[src/rtl/isr_pkg.sv]
package isr_pkg;
   localparam int DEF_LEVELS   = 8;
   localparam int DEF_WORD_W   = 32;
   localparam int DEF_FLAG_BIT = 5;

   // Source that wins the disable-flag update in a cycle
   typedef enum logic [2:0] {
      FSRC_HOLD,
      FSRC_ACK,
      FSRC_WRITE,
      FSRC_RETURN,
      FSRC_DI,
      FSRC_EI
   } flag_src_e;
endpackage

[src/rtl/isr_first_set.sv]
// One-hot of the lowest-index (highest-priority) set bit.
module isr_first_set #(
   parameter int N = 8
) (
   input  logic [N-1:0] vec,
   output logic [N-1:0] first_oh
);
   generate
      if (N < 2) begin : g_bad_n
         $error("isr_first_set: N must be at least 2");
      end
   endgenerate

   assign first_oh = vec & (~vec + N'(1));
endmodule

[src/rtl/isr_level_block.sv]
// Reports whether any set bit sits at an index at or below a level.
module isr_level_block #(
   parameter int N  = 8,
   localparam int LW = $clog2(N)
) (
   input  logic [N-1:0]  vec,
   input  logic [LW-1:0] lvl,
   output logic          blocked
);
   logic [N-1:0] at_or_above;

   generate
      for (genvar g = 0; g < N; g++) begin : g_mask
         assign at_or_above[g] = (lvl >= LW'(g));
      end
   endgenerate

   assign blocked = |(vec & at_or_above);
endmodule

[src/rtl/isr_dis_flag.sv]
// Disable-flag register with fixed update precedence.
module isr_dis_flag
   import isr_pkg::*;
#(
   parameter logic RST_VAL = 1'b1
) (
   input  logic clk,
   input  logic rst_n,
   input  logic take,
   input  logic wr_en,
   input  logic wr_bit,
   input  logic ret_en,
   input  logic ret_bit,
   input  logic di,
   input  logic ei,
   output logic flag
);
   flag_src_e src;
   logic      flag_d;

   always_comb begin
      if (take)        src = FSRC_ACK;
      else if (wr_en)  src = FSRC_WRITE;
      else if (ret_en) src = FSRC_RETURN;
      else if (di)     src = FSRC_DI;
      else if (ei)     src = FSRC_EI;
      else             src = FSRC_HOLD;
   end

   always_comb begin
      unique case (src)
         FSRC_ACK:    flag_d = 1'b1;
         FSRC_WRITE:  flag_d = wr_bit;
         FSRC_RETURN: flag_d = ret_bit;
         FSRC_DI:     flag_d = 1'b1;
         FSRC_EI:     flag_d = 1'b0;
         default:     flag_d = flag;
      endcase
   end

   always_ff @(posedge clk or negedge rst_n) begin
      if (!rst_n) flag <= RST_VAL;
      else        flag <= flag_d;
   end
endmodule

[src/rtl/isr_prio_tracker.sv]
module isr_prio_tracker #(
   parameter int          LEVELS   = isr_pkg::DEF_LEVELS,
   parameter int          WORD_W   = isr_pkg::DEF_WORD_W,
   parameter int          FLAG_BIT = isr_pkg::DEF_FLAG_BIT,
   parameter logic [31:0] RST_WORD = 32'h0000_0020,
   localparam int         LW       = $clog2(LEVELS)
) (
   input  logic              clk,
   input  logic              rst_n,
   input  logic              req_valid,
   input  logic [LW-1:0]     req_level,
   input  logic              di_pulse,
   input  logic              ei_pulse,
   input  logic              ret_maskable,
   input  logic              ret_other,
   input  logic [WORD_W-1:0] ret_word,
   input  logic              psw_wr,
   input  logic [WORD_W-1:0] psw_wdata,
   output logic              ack,
   output logic [LW-1:0]     ack_level,
   output logic [LEVELS-1:0] isr,
   output logic              dis_flag
);
   generate
      if (FLAG_BIT >= WORD_W) begin : g_bad_bit
         $error("isr_prio_tracker: FLAG_BIT outside status word");
      end
      if ((1 << LW) != LEVELS) begin : g_bad_levels
         $error("isr_prio_tracker: LEVELS must be a power of two");
      end
   endgenerate

   logic [LEVELS-1:0] isr_q, isr_d, top_oh, isr_cleared, set_oh;
   logic              blocked;
   logic              unused_word_bits;

   assign unused_word_bits = ^{ret_word, psw_wdata};

   isr_first_set #(.N(LEVELS)) u_first (
      .vec      (isr_q),
      .first_oh (top_oh)
   );

   // Return clear is applied before the eligibility test
   assign isr_cleared = ret_maskable ? (isr_q & ~top_oh) : isr_q;

   isr_level_block #(.N(LEVELS)) u_block (
      .vec     (isr_cleared),
      .lvl     (req_level),
      .blocked (blocked)
   );

   assign ack       = req_valid & ~dis_flag & ~blocked;
   assign ack_level = req_level;

   generate
      for (genvar g = 0; g < LEVELS; g++) begin : g_set
         assign set_oh[g] = ack & (req_level == LW'(g));
      end
   endgenerate

   assign isr_d = isr_cleared | set_oh;

   always_ff @(posedge clk or negedge rst_n) begin
      if (!rst_n) isr_q <= '0;
      else        isr_q <= isr_d;
   end

   assign isr = isr_q;

   isr_dis_flag #(.RST_VAL(RST_WORD[FLAG_BIT])) u_flag (
      .clk     (clk),
      .rst_n   (rst_n),
      .take    (ack),
      .wr_en   (psw_wr),
      .wr_bit  (psw_wdata[FLAG_BIT]),
      .ret_en  (ret_maskable | ret_other),
      .ret_bit (ret_word[FLAG_BIT]),
      .di      (di_pulse),
      .ei      (ei_pulse),
      .flag    (dis_flag)
   );
endmodule

[config.mk]
export PLATFORM = sky130hd
export DESIGN_NAME = isr_prio_tracker
export DESIGN_NICKNAME = d
export VERILOG_FILES = /design/src/rtl/isr_pkg.sv /design/src/rtl/isr_first_set.sv /design/src/rtl/isr_level_block.sv /design/src/rtl/isr_dis_flag.sv /design/src/rtl/isr_prio_tracker.sv
export SDC_FILE = /design/constraint.sdc
export NUM_CORES = 1
export LEC_CHECK = 0
export BUFFER_PORTS_ARGS = -buffer_cell sky130_fd_sc_hd__buf_4
export CAP_MARGIN = 20
export CORE_AREA = 2 2 48 50
export CTS_CLUSTER_DIAMETER = 120
export DETAILED_ROUTE_END_ITERATION = 10
export DIE_AREA = 0 0 50 52
export PLACE_DENSITY = 0.8
export SYNTH_ARGS = -nofsm -noshare
export SYNTH_HDL_FRONTEND = slang
export SYNTH_SLANG_ARGS = --single-unit
[constraint.sdc]
create_clock -name clk -period 4.7 [get_ports clk]
set_clock_uncertainty 0.15 [all_clocks]
set_input_delay 0.94 -clock clk [delete_from_list [all_inputs] [get_ports clk]]
set_output_delay 0.94 -clock clk [all_outputs]
set_load 0.005 [all_outputs]
# Word level (Yosys, flattened, before mapping)
# Index checks and enable logic that the tools add are counted.
# classes
addsub	1
order_cmp	8
n_eq_ne	12
muxes	7
bitwise	19
n_reduce_logical	4
# op_table
cell	n
8-bit bitwise AND	3
3-bit == test, second input constant	6
8-bit inverter	2
3-bit 2-to-1 mux	5
3-bit by 2-bit == test with 1-bit output, second input constant	4
3-bit greater-or-equal comparator, second input constant	4
1-bit bitwise AND	10
8-bit by 1-bit adder with 8-bit output, second input constant	1
8-bit 2-to-1 mux	1
8-bit bitwise OR	1
8-bit OR reduction	1
3-bit by 1-bit == test with 1-bit output, second input constant	2
3-bit by 1-bit greater-or-equal comparator with 1-bit output, second input constant	2
3-bit by 2-bit greater-or-equal comparator with 1-bit output, second input constant	2
1-bit one-hot mux with 4 select lines	1
4-bit nonzero test	1
3-bit logical NOT	1
1-bit inverter	2
2-bit OR reduction	1
1-bit bitwise OR	1
# totals
register_bits	9
out_inout_bits	13
elab_cells	53

# Logic depth before layout (Yosys ltp)
# Gate-level depths: netlist of run 1.
# logic_depth
ltp_word	14
depth_mapped	6
mapped_depth_nobuf	5

# By module
# A second synthesis of run 1 with hierarchy kept.
# hier_totals
cells_unflattened	57
hier_area_um2	596.8
# by_module_without_submodules
module	n_inst	cells_each	area_per_inst_um2
isr_prio_tracker	1	35	404.1
isr_first_set	1	10	83.8
isr_dis_flag	1	6	56.3
isr_level_block	1	6	52.6

# Worst setup path before layout of run 1
# Ideal clock, no wire load.
# synth_timing
path_kind	input to output
from	input ret_maskable
to	output ack
arrival_ns	1.912
t_required_ns	3.610
setup_slack_ns	1.698
stages	5
n_path_buf	0
cell_sequence	nand2b_4 maj3_2 a211oi_4 and2_1 and3_1
# synth_via
elab_chain_cells	5
# synth_lines
item	line_no	text
from (decl)	isr_prio_tracker.sv:14	input logic ret_maskable,
8-bit 2-to-1 mux	isr_prio_tracker.sv:45	assign isr_cleared = ret_maskable ? (isr_q & ~top_oh) : isr_q;
8-bit bitwise AND	isr_level_block.sv:18	assign blocked = |(vec & at_or_above);
8-bit OR reduction	isr_level_block.sv:18	
1-bit inverter	isr_prio_tracker.sv:53	assign ack = req_valid & ~dis_flag & ~blocked;
1-bit bitwise AND	isr_prio_tracker.sv:53	
to (decl)	isr_prio_tracker.sv:19	output logic ack,
# Every way passes these cells.

# Worst setup path after layout of run 1
# Same ends and word-level chain as after synthesis.

==> metrics.md, run 1 <==
| Metric | Value |
|---|---|
| Pwr Density | `about 250 mW/mm^2` |
| Worst Tran Pin Value | `about 0.42 ns` |
| Final hold vios | `0` |
| Initial Utilization | `0.297` |
| Switching power | `64.1 uW` |
| Grt ovf | `0` |
| Flops & latches, synth | `9` |
| Row cnt | `17` |
| Pleak | `between 0.3 and 0.4 nW` |
| Die Y | `around 52 um` |
| Max FO, Critical Path | `5` |
| Layout cell share with drive strength beyond 1 | `0.340` |
| Switch share | `0.307` |
| Synthesized netlist cell count | `76` |
| I/O Pins | `88` |
| Worst setup SP type | `primary input` |
| Clk_lat worst skew | `0.26 ns` |
| Mapped cell area | `~630 um^2` |
| Clock buffer count from CTS | `3` |
| CTS H-tree lvls | `1` |
| Fmax | `298 MHz` |
| Rel. slew slack | `0.721` |
| Clk pin slew, worst setup/hold paths | `0.06 ns` |
| Gate power share | `0.270` |
| Top FF cell, synth | `dfrtp_1` |
| Drt total wl | `around 1.7 mm` |
| Max Cap Viol | `0` |
| RSZ-0062 raised after global routing | `false` |
| Worst hold path class | `primary input to asynchronous set/reset pin` |
| Critical Path RT | `roughly 3.6 ns` |
| CTS tree | `done` |
| R2R depth | `5` |
| Post-route minimum period | `around 3.4 ns` |
| Setup TNS Final | `0 ns` |
| R2r setup slk | `approximately 2.8 ns` |
| Core footprint | `0.00211 mm^2` |
| Routed length per placed instance | `around 13 um` |
| Largest net degree at the start of global routing | `14` |
| Post-synth EDFFs | `0` |
| # setup viols final | `0` |
| Hold slack | `about 0.34 ns` |
| Status | `complete, no violations` |
| Seq/Total Area, Yosys | `0.362` |
| Die width | `~50 um` |
| Final HPWL DP | `1.30 mm` |
| DRC viols | `0` |
| Number of global-route vias before repair | `640` |
| Post-CTS setup buffer count | `0` |
| Distinct cells, synth | `31` |
| Crit path DAT | `between 2 and 2.5 ns` |
| Reg2reg end | `isr[6]` |
| Root buffer cell | `clkbuf_4` |
| Post-CTS resize count | `0` |
| Placer Congestion | `0.896` |
| Internal | `roughly 140 uW` |
| Reg power frac | `0.438` |
| Antenna violations before repair | `0` |
| Vias per cell | `around 5.5` |
| Yosys warnings | `0` |
| Max-slew violations | `0` |
| Most common cell after layout, fill and taps aside | `buf_4` |
| GRT Util Overall | `0.139` |
| Hold Buf Count CTS | `0` |
| CTS sink count | `9` |
| CP Capture Type | `output port` |
| First-pass GRT wire length | `2.71 mm` |
| Syn avg cell area | `between 8 and 9 um^2` |
| DRT antenna net count | `0` |
| Via count | `701` |
| IO Port Bufs | `25` |
| Iter 0 DRT Violations | `19` |
| Die Footprint | `approximately 0.0026 mm^2` |
| DRT Pass-1 Iters | `4` |
| Worst-case clock buffer depth | `2` |
| Antenna fix cells | `0` |
| Clock power share | `0.293` |
| Commonest cells after routing, fill and taps aside | `25 x buf_4, 9 x nand2_1, 8 x dfrtp_1` |
| Area Overhead vs Synth | `35.0%` |
| Crit Path Category | `primary input to output port` |
| Post-synth ARST share | `1.00` |
| Layout Nets | `roughly 180` |
| VDD IR max | `~0.094 mV` |
| RR Startpoint | `isr[0]` |
| Final worst-path cycle share | `0.715` |
| Syn_nets | `~150` |
## synthesized netlist by cell type (all sizes together) (2+ instances only)
master | count | area (um^2)
a211oi | 3 | 35.0
buf | 3 | 22.5
nand3 | 3 | 15.0
o21ai | 12 | 60.1
nand2 | 9 | 33.8
nor2 | 6 | 22.5
dfrtp | 8 | 200
inv | 3 | 11.3
nand4 | 2 | 12.5
nand2b | 3 | 26.3
a21oi | 6 | 30.0
clkbuf | 2 | 7.51
and3 | 2 | 12.5
## layout make-up
class / count / area [um^2]
Timing Repair Buffer: 25 / 188
Inverter: 3 / 11.3
Sequential cell: 9 / 226
Multi-Input combinational cell: 59 / 358
Clock buffer: 4 / 26.3
Tap cell: 28 / 35.0
Fill cell: 220 / 1260
## how the worst max path moves through the flow
stage / from / endpoint / cells past startpoint
2_1_floorplan: ret_maskable / ack / 5
3_3_place_gp: ret_maskable / ack / 7
3_5_place_dp: ret_maskable / ack / 7
4_1_cts: ret_maskable / ack / 7
5_1_grt: ret_maskable / ack / 7
6_report: ret_maskable / ack / 7
## stage by stage
stage,power (mW),utilization,setup WS (ns),area (um^2),instances
after detailed placement,0.149,0.389,1.36,818,124
after floorplan,0.121,-,1.70,626,76
after global routing,0.220,0.401,1.16,845,128
after global placement,0.147,0.389,1.39,818,124
final,0.209,0.401,1.34,845,128
after CTS,0.212,0.401,1.34,845,128
## worst max-delay path: stages
cell,delay [ns]
buf_4,0.12
nor4b_2,0.37
a211oi_1,0.13
a41oi_1,0.23
and2_1,0.21
and3_1,0.16
buf_4,0.11
## registers in the layout, indices dropped and copies added (netlist names)
register,cells
isr,8
u_flag.flag,1
## power groups by stage
stage	Sequential, mW	Clock, mW	Combinational, mW
3_5_place_dp	0.0926	0	0.0565
2_1_floorplan	0.0918	0	0.0296
6_report	0.0914	0.0611	0.0563
5_1_grt	0.0924	0.0651	0.0624
3_3_place_gp	0.0921	0	0.0550
4_1_cts	0.0913	0.0634	0.0568
## per-layer routing
| metal | vias up | GRT usage | wire length (um) |
|---|---|---|---|
| met4 | 0 | 0.0833 | 35 |
| met3 | 6 | 0.0374 | 194 |
| met1 | 312 | 0.139 | 639 |
| met2 | 53 | 0.257 | 841 |
| met5 | - | 0 | 0 |
| li1 | 330 | - | - |
## logic make-up (layout without fill, tap and decap cells)
logic type | Yosys count | after routing | share of synthesized area
flip-flops | 9 | 9 | 0.362
adder cells (fa/ha/maj) | 1 | 1 | 0.0180
buffers and inverters | 8 | 32 | 0.0660
AO/OA/AOI/OAI | 29 | 29 | 0.304
AND/OR/NAND/NOR | 29 | 29 | 0.250
(Power assumes the default switching activity.)
==> run 2, diff against run 1 <==
--- a/config.mk
+++ b/config.mk
@@ -7,11 +7,11 @@
 export LEC_CHECK = 0
 export BUFFER_PORTS_ARGS = -buffer_cell sky130_fd_sc_hd__buf_4
 export CAP_MARGIN = 20
-export CORE_AREA = 2 2 48 50
+export CORE_AREA = 2 2 49 51
 export CTS_CLUSTER_DIAMETER = 120
 export DETAILED_ROUTE_END_ITERATION = 10
-export DIE_AREA = 0 0 50 52
-export PLACE_DENSITY = 0.8
+export DIE_AREA = 0 0 51 53
+export PLACE_DENSITY = 0.77
 export SYNTH_ARGS = -nofsm -noshare
 export SYNTH_HDL_FRONTEND = slang
 export SYNTH_SLANG_ARGS = --single-unit
==> constraint.sdc (replaced) <==
create_clock -name clk -period 3.4 [get_ports clk]
set_clock_uncertainty 0.15 [all_clocks]
set_input_delay 0.68 -clock clk [delete_from_list [all_inputs] [get_ports clk]]
set_output_delay 0.68 -clock clk [all_outputs]
set_load 0.005 [all_outputs]
==> metrics.md, run 2 (same netlist as run 1, synthesis figures left out) <==
| Metric | Value |
|---|---|
| IO Port Bufs | `25 (unchanged)` |
| Via count | `649 (-7.4%)` |
| Layout Nets | `176 (unchanged)` |
| I/O Pins | `88 (unchanged)` |
| Most used cell, CP | `buf_4` |
| Number of global-route vias before repair | `593 (-7.3%)` |
| Antenna fix cells | `0 (unchanged)` |
| Die Y | `53 um (+1.9%)` |
| Most common cell after layout, fill and taps aside | `buf_4` |
| Root buffer cell | `clkbuf_4` |
| Worst path cell trace | `buf_4 > nor4b_2 > a211oi_1 > a41oi_1 > and2_1 > and3_1 > buf_4` |
| Core footprint | `0.00215 mm^2 (+2.0%)` |
| Pleak | `0.374 nW (unchanged)` |
| DRC viols | `0 (unchanged)` |
| Max-slew violations | `0 (unchanged)` |
| Antenna violations before repair | `0 (unchanged)` |
| GRT Util Overall | `0.129 (-0.0102)` |
| Area Overhead vs Synth | `35.0% (unchanged)` |
| Row cnt | `17 (unchanged)` |
| R2R depth | `5 (unchanged)` |
| RSZ-0062 raised after global routing | `false` |
| Grt ovf | `0 (unchanged)` |
| Initial Utilization | `0.291 (-0.00588)` |
| Fmax | `between 300 and 400 MHz` |
| CTS H-tree lvls | `1 (unchanged)` |
| First-pass GRT wire length | `2.53 mm (-6.6%)` |
| Finished Cell Area | `845 um^2 (unchanged)` |
| Layout cell share with drive strength beyond 1 | `0.340 (unchanged)` |
| Final HPWL DP | `1.21 mm (-6.6%)` |
| Crit path DAT | `1.99 ns (-0.28 ns)` |
| Final hold vios | `0 (unchanged)` |
| Critical Path RT | `2.57 ns (-1.04 ns)` |
| Setup TNS Final | `0 ns (unchanged)` |
| Post-DP Area | `818 um^2 (unchanged)` |
| Drt total wl | `1.62 mm (-5.6%)` |
| Routed length per placed instance | `12.6 um (-5.6%)` |
| Worst setup SP type | `primary input` |
| Largest net degree at the start of global routing | `14 (unchanged)` |
| Max FO, Critical Path | `5 (unchanged)` |
| Clk pin slew, worst setup/hold paths | `0.06 ns (about the same)` |
| Commonest cells after routing, fill and taps aside | `25 x buf_4, 9 x nand2_1, 8 x dfrtp_1` |
| Status | `complete, no violations` |
| Max reg flops | `8 (unchanged)` |
| Post-CTS resize count | `0 (unchanged)` |
| Clock buffer count from CTS | `3 (unchanged)` |
| Post-Place Cells | `124 (unchanged)` |
| CTS sink count | `9 (unchanged)` |
| Post-route minimum period | `approximately 2.8 ns` |
| Placer Congestion | `0.768 (-14%)` |
| Crit Path Category | `primary input to output port` |
| VDD IR max | `0.175 mV (+87%)` |
| Slowest stage delay, CP | `0.36 ns (about the same)` |
| Worst-case clock buffer depth | `2 (unchanged)` |
| Final Non-Filler Cells | `128 (unchanged)` |
| Final worst-path cycle share | `0.829` |
| CTS tree | `done` |
| Die width | `51 um (+2.0%)` |
| Worst Tran Pin Value | `0.405 ns (-0.0123 ns)` |
| Iter 0 DRT Violations | `12 (-7)` |
| Die Footprint | `0.00270 mm^2 (+4.0%)` |
| Slowest CP cell | `nor4b_2` |
| Worst hold path class | `primary input to asynchronous set/reset pin` |
| Clk_lat worst skew | `0.26 ns (about the same)` |
| CP Capture Type | `output port` |
| Max Cap Viol | `0 (unchanged)` |
| DRT antenna net count | `0 (unchanged)` |
| Pwr Density | `339 mW/mm^2 (+37%)` |
| Post-CTS setup buffer count | `0 (unchanged)` |
| DRT Pass-1 Iters | `4 (unchanged)` |
| Vias per cell | `5.07 (-7.4%)` |
| Rel. slew slack | `0.729 (+0.00825)` |
| # setup viols final | `0 (unchanged)` |
| Hold Buf Count CTS | `0 (unchanged)` |
| Hold slack | `0.0780 ns (-0.261 ns)` |
run 2: area by class of cell:
class | count | area [um^2]
Fill cell | 223 | 1300
Timing Repair Buffer | 25 | 188
Inverter | 3 | 11.3
Sequential cell | 9 | 226
Tap cell | 28 | 35.0
Multi-Input combinational cell | 59 | 358
Clock buffer | 4 | 26.3
run 2: metrics by stage:
stage,utilization,total power [mW],setup slack (ns)
final,0.393,0.286,0.582
after global placement,0.381,0.203,0.616
after global routing,0.393,0.305,0.432
after CTS,0.393,0.292,0.570
after floorplan,-,0.168,0.918
after detailed placement,0.381,0.205,0.575
run 2: routing by layer:
metal / global-route usage / vias up / wire length, um
met4: 0.0946 / 0 / 44
met5: 0 / - / 0
met3: 0.0311 / 4 / 131
met1: 0.152 / 290 / 745
li1: - / 331 / -
met2: 0.203 / 24 / 695
run 2: final timing paths:
check,startpoint,to,slack (ns)
setup / recovery,ret_maskable,ack,0.58
hold / removal,rst_n,isr[4],0.08
setup reg to reg,isr[1],isr[7],1.48
hold reg to reg,isr[4],isr[4],0.47
max in group asynchronous,rst_n,u_flag.flag,2.81
min in group clk,isr[4],isr[4],0.47
run 2: critical path: cells and delay by family:
kind | cells | cell delay [ns]
AOI/OAI and AO/OA | 2 | 0.36
buffers and inverters | 2 | 0.22
and+or+nand+nor | 3 | 0.72
run 2: power breakdown:
group | internal, mW | switching, mW
Combinational | 0.0391 | 0.0381
Sequential | 0.116 | 0.0106
Clock | 0.0453 | 0.0378
==> run 3, diff against run 2 <==
==> constraint.sdc (replaced) <==
create_clock -name clk -period 2.85 [get_ports clk]
set_clock_uncertainty 0.15 [all_clocks]
set_input_delay 0.57 -clock clk [delete_from_list [all_inputs] [get_ports clk]]
set_output_delay 0.57 -clock clk [all_outputs]
set_load 0.005 [all_outputs]
==> metrics.md, run 3 (same netlist as run 1, synthesis figures left out) <==
| Metric | Value |
|---|---|
| DRT antenna net count | `0 (unchanged)` |
| Post-place setup slack | `0.245 ns (-0.330 ns)` |
| CP Capture Type | `output port` |
| Fmax | `369 MHz` |
| Grt ovf | `0 (unchanged)` |
| Largest net degree at the start of global routing | `14 (unchanged)` |
| Status | `complete, no violations` |
| Min setup slack post-route | `0.142 ns (-0.440 ns)` |
| Crit Path Category | `register to output port` |
| RSZ-0062 raised after global routing | `false` |
| Layout Nets | `177 (+0.57%)` |
| Pleak | `0.385 nW (+2.8%)` |
| Worst-case clock buffer depth | `2 (unchanged)` |
| Rel. slew slack | `0.783 (+0.0538)` |
| CTS H-tree lvls | `1 (unchanged)` |
| Worst setup SP type | `register` |
| Max Cap Viol | `0 (unchanged)` |
| R2R depth | `5 (unchanged)` |
| First-pass GRT wire length | `2.57 mm (+1.3%)` |
| Area occupied by multi-input gates | `367 um^2 (+2.4%)` |
| Die Y | `53 um (unchanged)` |
| Max-slew violations | `0 (unchanged)` |
| Core footprint | `0.00215 mm^2 (unchanged)` |
| Post-route minimum period | `about 2.7 ns` |
| GRT Util Overall | `0.131 (+0.00181)` |
| Filler instances | `224 (+0.45%)` |
| Placer Congestion | `0.768 (unchanged)` |
| Hold Path End | `isr[0]` |
| Final worst-path cycle share | `0.950` |
| Setup TNS Final | `0 ns (unchanged)` |
| FF/Latch Area | `226 um^2 (unchanged)` |
| Max FO, Critical Path | `6 (+1)` |
| Crit path DAT | `1.99 ns (about the same)` |
| Initial Utilization | `0.291 (unchanged)` |
| Vias per cell | `5.02 (-0.93%)` |
| # setup viols final | `0 (unchanged)` |
| Worst Tran Pin Value | `0.324 ns (-0.0809 ns)` |
| Worst hold path class | `primary input to register` |
| Commonest cells after routing, fill and taps aside | `25 x buf_4, 9 x nand2_1, 8 x dfrtp_1` |
| Post-CTS setup buffer count | `0 (unchanged)` |
| Final hold vios | `0 (unchanged)` |
| IO Port Bufs | `25 (unchanged)` |
| Routed length per placed instance | `12.8 um (+1.3%)` |
| DRC viols | `0 (unchanged)` |
| I/O Pins | `88 (unchanged)` |
| DRT Pass-1 Iters | `4 (unchanged)` |
| Clk_lat worst skew | `0.26 ns (about the same)` |
| Final HPWL DP | `1.21 mm (unchanged)` |
| Iter 0 DRT Violations | `11 (-1)` |
| Row cnt | `17 (unchanged)` |
| Layout cell share with drive strength beyond 1 | `0.337 (-0.00337)` |
| Clk pin slew, worst setup/hold paths | `0.06 ns (about the same)` |
| Max reg flops | `8 (unchanged)` |
| Drt total wl | `1.65 mm (+2.1%)` |
| Die Footprint | `0.00270 mm^2 (unchanged)` |
| Pwr Density | `400 mW/mm^2 (+18%)` |
| Pwr Total | `345 uW (+20%)` |
| Antenna violations before repair | `0 (unchanged)` |
| Antenna fix cells | `0 (unchanged)` |
| CTS sink count | `9 (unchanged)` |
| Hold path start | `ret_maskable` |
| RR Startpoint | `isr[1]` |
| Critical Path RT | `2.13 ns (-0.44 ns)` |
| CTS tree | `done` |
| Area Overhead vs Synth | `38.0%` |
| Hold Path Stages | `2` |
| Root buffer cell | `clkbuf_4` |
| Clock buffer count from CTS | `3 (unchanged)` |
| Most common cell after layout, fill and taps aside | `buf_4` |
| Reg2reg end | `isr[7]` |
| Number of global-route vias before repair | `598 (+0.84%)` |
| Via count | `648 (-0.15%)` |
| R2r setup slk | `0.98 ns (-0.50 ns)` |
| VDD IR max | `0.210 mV (+20%)` |
| Die width | `51 um (unchanged)` |
-- run 3: changes by cell type in the layout (fill, tap and decap cells not counted) --
cell / before / now
dlygate4sd3_1: 0 / 1
nor4b_2: 1 / 0
nor4b_4: 0 / 1
-- run 3: stage by stage --
| step | cells | hold slack (ns) | cell area (um^2) | utilization |
|---|---|---|---|---|
| 3_5_place_dp | 124 | 0.253 | 818 | 0.381 |
| 3_3_place_gp | 124 | 0.252 | 818 | 0.381 |
| 6_report | 129 | 0.412 | 863 | 0.402 |
| 2_1_floorplan | 76 | 0.124 | 626 | - |
| 5_1_grt | 129 | 0.415 | 863 | 0.402 |
| 4_1_cts | 129 | 0.398 | 855 | 0.398 |
-- run 3: worst max-delay path by stage --
stage	start	slack (ns)	to	cells past startpoint
global placement	ret_maskable	0.29	ack	7
global route	isr[0]	0.03	ack	6
finish	isr[0]	0.14	ack	6
detailed placement	ret_maskable	0.24	ack	7
floorplan	ret_maskable	0.59	ack	5
CTS	isr[1]	0.13	ack	6
-- run 3: cell type report --
type,count,area share
Multi-Input combinational cell,59,0.425
Inverter,3,0.0130
Sequential cell,9,0.262
Timing Repair Buffer,26,0.229
Clock buffer,4,0.0304
Tap cell,28,0.0406
-- run 3: power by group --
part | internal [mW] | switching, mW | total (mW) | leakage (nW)
combinational | 0.0488 | 0.0460 | 0.0947 | 0.249
sequential | 0.138 | 0.0132 | 0.151 | 0.120
clock | 0.0540 | 0.0452 | 0.0992 | 0.0150
total | 0.241 | 0.104 | 0.345 | 0.385
-- run 3: repair_timing --
| action | in CTS | in global routing |
|---|---|---|
| endpoints found under the setup margin | 0 | 1 |
| resized for setup | 0 | 1 |
| hold buffers | 1 | 0 |
| endpoints found under the hold margin | 8 | 0 |
-- run 3: metal layers --
layer	up-vias	wire (um)	GRT usage
met2	24	723	0.210
met3	4	129	0.0311
met1	288	753	0.152
met4	0	44	0.0946
met5	-	0	0
li1	332	-	-
-- run 3: worst max-delay path, cell delays in order (launching register included) --
cell	delay (ns)
dfrtp_1	0.46
nand2b_4	0.19
maj3_2	0.33
a211oi_4	0.29
and2_1	0.21
and3_1	0.16
buf_4	0.10
